--- src/rtl/ptw_pkg.sv ---
package ptw_pkg;
  localparam int FLG_PRESENT = 0;
  localparam int FLG_WRITE   = 1;
  localparam int FLG_USER    = 2;
  localparam int FLG_ACC     = 5;
  localparam int FLG_DIRTY   = 6;
  localparam int FLG_LARGE   = 7;

  typedef enum logic [1:0] {
    CAUSE_NONE   = 2'd0,
    CAUSE_ABSENT = 2'd1,
    CAUSE_WRITE  = 2'd2,
    CAUSE_PRIV   = 2'd3
  } cause_e;

  typedef enum logic [2:0] {
    ST_IDLE,
    ST_DIR_RD,
    ST_PTE_RD,
    ST_COMMIT,
    ST_DIR_WB,
    ST_PTE_WB,
    ST_DONE
  } walk_st_e;
endpackage

--- src/rtl/ptw_entry_addr.sv ---
module ptw_entry_addr #(
  parameter int ADDR_W  = 32,
  parameter int FRAME_W = 20,
  parameter int IDX_W   = 10
) (
  input  logic [FRAME_W-1:0] base_frame,
  input  logic [IDX_W-1:0]   index,
  output logic [ADDR_W-1:0]  entry_addr
);
  localparam int SHIFT_W = ADDR_W - FRAME_W;

  logic [ADDR_W-1:0] base_byte;
  logic [ADDR_W-1:0] idx_byte;

  always_comb begin
    base_byte  = {base_frame, {SHIFT_W{1'b0}}};
    idx_byte   = ADDR_W'(index) << 2;
    entry_addr = base_byte + idx_byte;
  end
endmodule

--- src/rtl/ptw_perm_chk.sv ---
module ptw_perm_chk
  import ptw_pkg::*;
(
  input  logic   present,
  input  logic   writable,
  input  logic   user_ok,
  input  logic   is_write,
  input  logic   is_user,
  output logic   fault,
  output cause_e cause
);
  always_comb begin
    if (!present) begin
      fault = 1'b1;
      cause = CAUSE_ABSENT;
    end else if (is_user && !user_ok) begin
      fault = 1'b1;
      cause = CAUSE_PRIV;
    end else if (is_write && !writable) begin
      fault = 1'b1;
      cause = CAUSE_WRITE;
    end else begin
      fault = 1'b0;
      cause = CAUSE_NONE;
    end
  end
endmodule

--- src/rtl/ptw_flag_upd.sv ---
module ptw_flag_upd
  import ptw_pkg::*;
#(
  parameter int ENTRY_W = 32
) (
  input  logic [ENTRY_W-1:0] entry,
  input  logic               set_dirty,
  output logic [ENTRY_W-1:0] new_entry,
  output logic               need_wb
);
  always_comb begin
    new_entry = entry;
    new_entry[FLG_ACC] = 1'b1;
    if (set_dirty) new_entry[FLG_DIRTY] = 1'b1;
    need_wb = (new_entry != entry);
  end
endmodule

--- src/rtl/pt_walker.sv ---
module pt_walker
  import ptw_pkg::*;
#(
  parameter int ADDR_W     = 32,
  parameter int PAGE_SHIFT = 12,
  parameter int IDX_W      = 10
) (
  input  logic                       clk,
  input  logic                       rst,
  input  logic                       root_load,
  input  logic [ADDR_W-PAGE_SHIFT-1:0] root_frame,
  input  logic                       req_valid,
  output logic                       req_ready,
  input  logic [ADDR_W-1:0]          req_vaddr,
  input  logic                       req_write,
  input  logic                       req_user,
  output logic                       mem_req,
  output logic                       mem_we,
  output logic [ADDR_W-1:0]          mem_addr,
  output logic [ADDR_W-1:0]          mem_wdata,
  input  logic                       mem_ack,
  input  logic [ADDR_W-1:0]          mem_rdata,
  output logic                       rsp_valid,
  output logic                       rsp_fault,
  output logic [1:0]                 rsp_cause,
  output logic [ADDR_W-1:0]          rsp_paddr
);
  localparam int FRAME_W       = ADDR_W - PAGE_SHIFT;
  localparam int LARGE_OFF_W   = PAGE_SHIFT + IDX_W;
  localparam int LARGE_FRAME_W = ADDR_W - LARGE_OFF_W;

  walk_st_e state_q;

  logic [FRAME_W-1:0] root_q;
  logic [ADDR_W-1:0]  va_q;
  logic               wr_q;
  logic               usr_q;
  logic               large_q;
  logic [ADDR_W-1:0]  dir_q;
  logic [ADDR_W-1:0]  pte_q;
  logic [ADDR_W-1:0]  dir_addr_q;
  logic [ADDR_W-1:0]  pte_addr_q;

  logic               mem_req_q;
  logic               mem_we_q;
  logic [ADDR_W-1:0]  mem_addr_q;
  logic [ADDR_W-1:0]  mem_wdata_q;

  logic               rsp_valid_q;
  logic               rsp_fault_q;
  cause_e             rsp_cause_q;
  logic [ADDR_W-1:0]  rsp_paddr_q;

  // Entry addresses for both levels
  logic [ADDR_W-1:0] dir_addr_n;
  logic [ADDR_W-1:0] pte_addr_n;

  ptw_entry_addr #(.ADDR_W(ADDR_W), .FRAME_W(FRAME_W), .IDX_W(IDX_W)) u_dir_addr (
    .base_frame (root_q),
    .index      (req_vaddr[LARGE_OFF_W +: IDX_W]),
    .entry_addr (dir_addr_n)
  );

  ptw_entry_addr #(.ADDR_W(ADDR_W), .FRAME_W(FRAME_W), .IDX_W(IDX_W)) u_pte_addr (
    .base_frame (mem_rdata[ADDR_W-1 -: FRAME_W]),
    .index      (va_q[PAGE_SHIFT +: IDX_W]),
    .entry_addr (pte_addr_n)
  );

  // Permission check on the word just returned
  logic   chk_fault;
  cause_e chk_cause;

  ptw_perm_chk u_chk (
    .present  (mem_rdata[FLG_PRESENT]),
    .writable (mem_rdata[FLG_WRITE]),
    .user_ok  (mem_rdata[FLG_USER]),
    .is_write (wr_q),
    .is_user  (usr_q),
    .fault    (chk_fault),
    .cause    (chk_cause)
  );

  // Flag updates for write-back
  logic [ADDR_W-1:0] dir_new;
  logic [ADDR_W-1:0] pte_new;
  logic              dir_need;
  logic              pte_need;

  ptw_flag_upd #(.ENTRY_W(ADDR_W)) u_dir_upd (
    .entry     (dir_q),
    .set_dirty (large_q & wr_q),
    .new_entry (dir_new),
    .need_wb   (dir_need)
  );

  ptw_flag_upd #(.ENTRY_W(ADDR_W)) u_pte_upd (
    .entry     (pte_q),
    .set_dirty (wr_q),
    .new_entry (pte_new),
    .need_wb   (pte_need)
  );

  logic              pte_wb_due;
  logic [ADDR_W-1:0] final_paddr;

  always_comb begin
    pte_wb_due = !large_q && pte_need;
    if (large_q)
      final_paddr = {dir_q[ADDR_W-1 -: LARGE_FRAME_W], va_q[LARGE_OFF_W-1:0]};
    else
      final_paddr = {pte_q[ADDR_W-1 -: FRAME_W], va_q[PAGE_SHIFT-1:0]};
  end

  // Root register
  always_ff @(posedge clk) begin
    if (rst) root_q <= '0;
    else if (root_load) root_q <= root_frame;
  end

  // Walk controller
  always_ff @(posedge clk) begin
    if (rst) begin
      state_q     <= ST_IDLE;
      va_q        <= '0;
      wr_q        <= 1'b0;
      usr_q       <= 1'b0;
      large_q     <= 1'b0;
      dir_q       <= '0;
      pte_q       <= '0;
      dir_addr_q  <= '0;
      pte_addr_q  <= '0;
      mem_req_q   <= 1'b0;
      mem_we_q    <= 1'b0;
      mem_addr_q  <= '0;
      mem_wdata_q <= '0;
      rsp_valid_q <= 1'b0;
      rsp_fault_q <= 1'b0;
      rsp_cause_q <= CAUSE_NONE;
      rsp_paddr_q <= '0;
    end else begin
      rsp_valid_q <= 1'b0;
      case (state_q)
        ST_IDLE: begin
          if (req_valid) begin
            va_q       <= req_vaddr;
            wr_q       <= req_write;
            usr_q      <= req_user;
            large_q    <= 1'b0;
            dir_addr_q <= dir_addr_n;
            mem_req_q  <= 1'b1;
            mem_we_q   <= 1'b0;
            mem_addr_q <= dir_addr_n;
            state_q    <= ST_DIR_RD;
          end
        end

        ST_DIR_RD: begin
          if (mem_ack) begin
            dir_q <= mem_rdata;
            if (chk_fault) begin
              mem_req_q   <= 1'b0;
              rsp_valid_q <= 1'b1;
              rsp_fault_q <= 1'b1;
              rsp_cause_q <= chk_cause;
              rsp_paddr_q <= '0;
              state_q     <= ST_DONE;
            end else if (mem_rdata[FLG_LARGE]) begin
              large_q   <= 1'b1;
              mem_req_q <= 1'b0;
              state_q   <= ST_COMMIT;
            end else begin
              pte_addr_q <= pte_addr_n;
              mem_addr_q <= pte_addr_n;
              state_q    <= ST_PTE_RD;
            end
          end
        end

        ST_PTE_RD: begin
          if (mem_ack) begin
            pte_q     <= mem_rdata;
            mem_req_q <= 1'b0;
            if (chk_fault) begin
              rsp_valid_q <= 1'b1;
              rsp_fault_q <= 1'b1;
              rsp_cause_q <= chk_cause;
              rsp_paddr_q <= '0;
              state_q     <= ST_DONE;
            end else begin
              state_q <= ST_COMMIT;
            end
          end
        end

        ST_COMMIT: begin
          if (dir_need) begin
            mem_req_q   <= 1'b1;
            mem_we_q    <= 1'b1;
            mem_addr_q  <= dir_addr_q;
            mem_wdata_q <= dir_new;
            state_q     <= ST_DIR_WB;
          end else if (pte_wb_due) begin
            mem_req_q   <= 1'b1;
            mem_we_q    <= 1'b1;
            mem_addr_q  <= pte_addr_q;
            mem_wdata_q <= pte_new;
            state_q     <= ST_PTE_WB;
          end else begin
            rsp_valid_q <= 1'b1;
            rsp_fault_q <= 1'b0;
            rsp_cause_q <= CAUSE_NONE;
            rsp_paddr_q <= final_paddr;
            state_q     <= ST_DONE;
          end
        end

        ST_DIR_WB: begin
          if (mem_ack) begin
            if (pte_wb_due) begin
              mem_addr_q  <= pte_addr_q;
              mem_wdata_q <= pte_new;
              state_q     <= ST_PTE_WB;
            end else begin
              mem_req_q   <= 1'b0;
              mem_we_q    <= 1'b0;
              rsp_valid_q <= 1'b1;
              rsp_fault_q <= 1'b0;
              rsp_cause_q <= CAUSE_NONE;
              rsp_paddr_q <= final_paddr;
              state_q     <= ST_DONE;
            end
          end
        end

        ST_PTE_WB: begin
          if (mem_ack) begin
            mem_req_q   <= 1'b0;
            mem_we_q    <= 1'b0;
            rsp_valid_q <= 1'b1;
            rsp_fault_q <= 1'b0;
            rsp_cause_q <= CAUSE_NONE;
            rsp_paddr_q <= final_paddr;
            state_q     <= ST_DONE;
          end
        end

        ST_DONE: begin
          state_q <= ST_IDLE;
        end

        default: state_q <= ST_IDLE;
      endcase
    end
  end

  assign req_ready = (state_q == ST_IDLE);
  assign mem_req   = mem_req_q;
  assign mem_we    = mem_we_q;
  assign mem_addr  = mem_addr_q;
  assign mem_wdata = mem_wdata_q;
  assign rsp_valid = rsp_valid_q;
  assign rsp_fault = rsp_fault_q;
  assign rsp_cause = rsp_cause_q;
  assign rsp_paddr = rsp_paddr_q;
endmodule

--- config.mk ---
export PLATFORM = sky130hd
export DESIGN_NAME = pt_walker
export DESIGN_NICKNAME = d
export VERILOG_FILES = /design/src/rtl/ptw_pkg.sv /design/src/rtl/ptw_entry_addr.sv /design/src/rtl/ptw_perm_chk.sv /design/src/rtl/ptw_flag_upd.sv /design/src/rtl/pt_walker.sv
export SDC_FILE = /design/constraint.sdc
export NUM_CORES = 1
export LEC_CHECK = 0
export BUFFER_PORTS_ARGS = -buffer_cell sky130_fd_sc_hd__buf_2
export CORE_ASPECT_RATIO = 0.7
export CORE_MARGIN = 5
export CORE_UTILIZATION = 56
export CTS_CLUSTER_SIZE = 24
export DETAILED_ROUTE_END_ITERATION = 10
export GPL_TIMING_DRIVEN = 0
export PLACE_DENSITY_LB_ADDON = 0.15
export SLEW_MARGIN = 15
export SYNTH_ARGS = -nofsm -noshare
export SYNTH_HDL_FRONTEND = slang
export SYNTH_SLANG_ARGS = --single-unit
--- constraint.sdc ---
create_clock -name clk -period 2 [get_ports clk]
set_input_delay 0.1 -clock clk [delete_from_list [all_inputs] [get_ports clk]]
set_output_delay 0.1 -clock clk [all_outputs]
set_load 0.005 [all_outputs]
# Yosys cells after proc, flatten, opt, wreduce, memory -nomap -nowiden
# Cells that the tools add are included.
word_totals:
  reg_bits: 278
  inputBits: 91
  elab_cells: 146
classes:
  add_sub_neg: 2
  eq_ne: 22
  muxes: 75
  bitwise: 3
  n_reduce_logical: 26
op_table:
  columns: ["op", "n"]
  rows:
  - ["2-to-1 mux 32 bit", 17]
  - ["one-hot mux 32 bit (4 select lines)", 2]
  - ["adder 32 x 12 -> 32 bit", 2]
  - ["one-hot mux 32 bit (2 select lines)", 1]
  - ["2-to-1 mux 1 bit", 30]
  - ["2-to-1 mux 2 bit", 11]
  - ["2-to-1 mux 3 bit", 7]
  - ["inequality test 2 bit (second input constant)", 10]
  - ["one-hot mux 3 bit (6 select lines)", 1]
  - ["AND reduction 6 bit", 3]
  - ["one-hot mux 1 bit (4 select lines)", 3]
  - ["nonzero test 4 bit", 3]
  - ["AND reduction 5 bit", 2]
  - ["one-hot mux 2 bit (4 select lines)", 1]
  - ["AND reduction 2 bit", 4]
  - ["AND reduction 8 bit", 1]
  - ["equality test 3 x 2 -> 1 bit (second input constant)", 2]
  - ["equality test 3 bit (second input constant)", 2]
  - ["inequality test 2 x 1 -> 1 bit (second input constant)", 3]
  - ["inequality test 3 bit (second input constant)", 2]
  - ["one-hot mux 1 bit (5 select lines)", 1]
  - ["nonzero test 5 bit", 1]
  - ["inequality test 2 bit", 2]
  - ["AND reduction 4 bit", 1]
  - ["other kinds (9)", 16]

# Depth between registers and ports, before layout
logic_depth:
  ltp_word: 8
  mapped_depth: 8
  mapped_depth_nobuf: 5

# Hierarchy
# From an unflattened synthesis, not the netlist that was laid out.
unflattened:
  cells_unflattened: 1556
  area_unflattened_um2: 12793.5
by_module_without_submodules:
  columns: ["mod", "instances", "cells_per_inst", "area_each_um2"]
  rows:
  - ["pt_walker", 1, 1415, 11770.0]
  - ["ptw_flag_upd", 2, 35, 251.5]
  - ["ptw_entry_addr", 2, 33, 244.0]
  - ["ptw_perm_chk", 1, 5, 32.5]

# Least setup slack after synthesis
# OpenSTA, ideal clock, no wires.
synth_path:
  kind: "reg-to-reg"
  start: "reg state_q[0]"
  end: "reg mem_addr_q[24], in the netlist mem_addr[24]"
  setup_ps: 117
  arrival_time_ps: 1662
  t_required_ps: 1883
  path_slack_ps: 221
  path_stages_with_launch: 9
  period_less_slack_ps: 1779
  cell_sequence: "dfxtp_1 buf_6 or2_1 o21ai_2 a311oi_4 or2_1 buf_4 buf_6 a32o_1"
synth_between:
  elab_chain_len: 3
  word_cells_on_any_way: 12
synth_rtl:
  columns: ["item", "line", "rtl"]
  rows:
  - ["start, declared", "pt_walker.sv:32", "walk_st_e state_q;"]
  - ["start signal, assigned", "pt_walker.sv:124", "state_q <= ST_IDLE;"]
  - ["start signal, assigned", "pt_walker.sv:154", "state_q <= ST_DIR_RD;"]
  - ["start signal, assigned", "pt_walker.sv:167", "state_q <= ST_DONE;"]
  - ["equality test 3 x 1 -> 1 bit (tied with other cells)", "pt_walker.sv:143", "case (state_q)"]
  - ["inequality test 2 bit (no source line) / nonzero test 4 bit (equally long branches)", null, null]
  - ["AND reduction 6 bit (no source line)", null, null]
  - ["end signal, assigned", "pt_walker.sv:153", "mem_addr_q <= dir_addr_n;"]
  - ["end signal, assigned", "pt_walker.sv:174", "mem_addr_q <= pte_addr_n;"]
  - ["end signal, assigned", "pt_walker.sv:200", "mem_addr_q <= dir_addr_q;"]
  - ["end, declared", "pt_walker.sv:46", "logic [ADDR_W-1:0] mem_addr_q;"]
# Several ways; a longest one is shown, not always the timed one.
# A chain may end at the register's enable or synchronous reset.

# Worst setup path after layout
layout_path:
  start: "reg state_q[0]"
  end: "reg mem_addr_q[28], in the netlist mem_addr[28]"
# The elaborated chain is that of the path after synthesis.

==> metrics.log <==
[metrics] status: complete, no violations
[metrics] number of cells on the worst reg-to-reg path: 8
[metrics] die footprint: 23800 um^2
[metrics] yosys warns: 0
[metrics] placed cells: between 1500 and 2000
[metrics] CP max FO: 10
[metrics] delay of the slowest critical-path stage: 310 ps
[metrics] slew at the pin with the worst max-slew slack: 738 ps
[metrics] maximum buffer depth of the clock tree: 3
[metrics] slack of the worst reg-to-reg path: 40 ps
[metrics] area after detailed placement: 12900 um^2
[metrics] first-pass iteration count of the detailed router: 5
[metrics] Synth top cells by count: 372 x nand2_1, 274 x dfxtp_1, 174 x a21oi_1
[metrics] startpoint types: flip-flop
[metrics] instance count of the mapped netlist: ~1400
[metrics] peak clock frequency supported by timing: 0.511 GHz
[metrics] Site Rows: 44
[metrics] crit path DAT: about 2400 ps
[metrics] Starting Density: a little under three fifths
[metrics] power density over the cells: 984 nW/um^2
[metrics] remaining global-route overflow: 0
[metrics] Worst Setup End Kind: flip-flop
[metrics] clock period minus worst slack: about 2000 ps
[metrics] share of the synthesized area in the top cell type: 47.1%
[metrics] violation count after the first detailed-route iteration: 1011
[metrics] CTS tree: built
[metrics] leakage power figure: a little over 6 nW
[metrics] global-route wire length before repair: a little under 60000 um
[metrics] net count of the finished layout: around 1800
[metrics] number of hold violations in the final report: 0
[metrics] vias: between 10000 and 15000
[metrics] share of the clock period used by the worst path: 97.8%
[metrics] via-per-instance ratio: 5.78
[metrics] flip-flop and latch count after synthesis: ~270
[metrics] Mapped Avg Cell Area: between 8 and 9 um^2
[metrics] sequential area share after synthesis: ~47%
[metrics] count of input and output buffers: ~190
[metrics] most used flip-flop cell after synthesis: dfxtp_1
[metrics] launch point of the worst reg-to-reg path: state_q[0]
[metrics] beginning of the worst hold path: mem_ack
[metrics] worst hold slack: 91.6 ps
[metrics] slowest stage cell on the critical path: dfxtp_1
[metrics] worst min path class: input port to flip-flop
[metrics] dpl ws: -291 ps
[metrics] ratio of cells with drive above 1 in the final layout: 21.0%
[metrics] hold depth: 4
[metrics] Total Power Consumption: approximately 15 mW
[metrics] combined area of all synthesized cells: around 12000 um^2
[metrics] Worst Setup Slack, final: 43.9 ps
[metrics] peak supply drop: just over 0.6 mV
[metrics] start-to-end type of the worst setup path: flip-flop to flip-flop
[metrics] critical register-to-register path endpoint: mem_addr[28]
[metrics] relative max-transition margin: approximately half
[metrics] vias in the first global route: ~11000
[metrics] Crit path required time: 2410 ps
[metrics] total wire length after detailed routing: about 39000 um
[metrics] post-route standard cell area excluding fillers: approximately 15000 um^2
[metrics] async set or reset register ratio after synthesis: 0%
[metrics] global-route total usage across every layer: a little under a third
[metrics] clock sink total: ~270
[metrics] clock-pin slew reported for the worst setup and hold paths after clock tree synthesis: ~60 ps
[metrics] DIE WIDTH: between 150 and 200 um
[metrics] TritonCTS Buffers: 26
[metrics] unique cell type count in the Yosys netlist: between 50 and 60
[metrics] detailed placer's ending HPWL: 27200 um
[metrics] net count after synthesis: roughly 1500
[metrics] top cells by area in the synthesized netlist: dfxtp_1 47%, nand2_1 12%, mux2i_1 8.6%
[metrics] Top-Level Pins: just under 200
[metrics] Root Buffer: clkbuf_16
[metrics] clock network latency to the later pin of the worst-skew pair: about 520 ps
[metrics] Synth area leader: dfxtp_1
[metrics] H-tree level count: 1
[metrics] library cell with the highest instance count after synthesis: nand2_1
[metrics] pin count of the biggest net entering global routing: 15
[metrics] Hold Path End: state_q[2]
[metrics] number of standard cells in the final layout excluding fillers: between 1500 and 2000
[metrics] number of enable flip-flop cells after synthesis: 0
[metrics] Die Y-Extent: roughly 130 um
[metrics] max-cap violation count: 0
[metrics] post-detailed-route DRC marker count: 0
[metrics] pins over their slew limit: 0
[metrics] count of antenna-violating nets left after detailed routing: 0
[metrics] antenna violations before repair: 2
[metrics] final setup violation count: 0
[metrics] critical-path cell list: buf_6, or2_1, o21ai_2, a311oi_4, or2_1, buf_4, buf_6, a32o_1
[metrics] Max Clock Skew: roughly 10 ps
[metrics] standard cell core area: 20600 um^2
[metrics] wire per inst: ~20 um
[metrics] layout overhead on the synthesized area: 28.7%
[metrics] placer's final routability congestion estimate: 0.996
routing by layer:
layer / track usage, % / wire length [um] / vias to the layer above
li1: - / - / 5427
met1: 42.8 / 16600 / 5353
met2: 49.3 / 16900 / 590
met3: 7.64 / 4040 / 108
met4: 10.0 / 1220 / 0
met5: 0 / 0 / -
cell families after synthesis:
| logic type | count (synthesis) | synth area share, % |
|---|---|---|
| buf+inv | 123 | 4.82 |
| simple gates | 542 | 19.8 |
| xor+xnor | 1 | 0.0753 |
| mux | 120 | 10.5 |
| flops | 274 | 47.1 |
| compound gates | 313 | 17.6 |
power by group:
group	leakage (nW)	internal, mW	switching, mW
combinational	3.50	1.49	2.06
sequential	2.23	5.91	0.352
clock	0.426	2.85	2.09
total	6.15	10.2	4.50
cell type report:
type	count	area [um^2]
Tap cell	276	345
Multi-Input combinational cell	976	5670
Timing Repair Buffer	292	1950
Clock inverter	8	71.3
Inverter	4	15.0
Clock buffer	38	787
Buffer	116	648
Fill cell	1613	5610
Sequential cell	274	5490
Antenna cell	2	5.00
worst max path at each step:
stage | start | to | slack (ps) | cells past startpoint
floorplan | state_q[0] | mem_addr[24] | 220 | 8
CTS | state_q[1] | mem_addr[27] | 9 | 6
detailed placement | wr_q | mem_addr[30] | -290 | 7
global route | state_q[0] | rsp_paddr[25] | -20 | 7
global placement | wr_q | mem_addr[28] | -300 | 7
finish | state_q[0] | mem_addr[28] | 40 | 8
critical path, delay by kind of cell (launching register included):
kind	cells	cell delay (ps)
AND/OR/NAND/NOR	2	570
AO/OA/AOI/OAI	3	510
flip-flops	1	310
buffers and inverters	3	450
flip-flops by register name (all words and copies together) (netlist names), 2 cells and up:
name,count
state_q,3
mem_addr,32
pte_addr_q,30
dir_addr_q,30
va_q,22
rsp_paddr,32
dir_q,32
pte_q,32
rsp_cause,2
root_q,20
mem_wdata,32
layout by cell type, fill, tap and decap left out, drive strengths merged, types with 32 or more instances in the layout:
master and n:
dfxtp 274, mux2i 100, a21oi 174, dlygate4sd3 86
clkbuf 112, or3 33, nand2 372, nor2 70
a32o 32, buf 248, a211oi 32
what timing repair did:
| action | CTS | global route |
|---|---|---|
| gates resized for setup | 27 | 69 |
| endpoints found under the setup margin | 179 | 204 |
| setup buffers | 6 | 8 |
| pin swaps | 4 | 4 |
| hold endpoints to repair | 151 | 0 |
| hold buffers | 86 | 0 |
through the flow:
stage | setup TNS [ps] | utilization [%]
after floorplan | 0 | -
after detailed placement | -17050 | 62.9
after global routing | -42.3 | 72.8
after global placement | -14230 | 62.9
after CTS | 0 | 71.9
final | 0 | 72.8
Note: power is estimated with default switching activity, not from simulation.
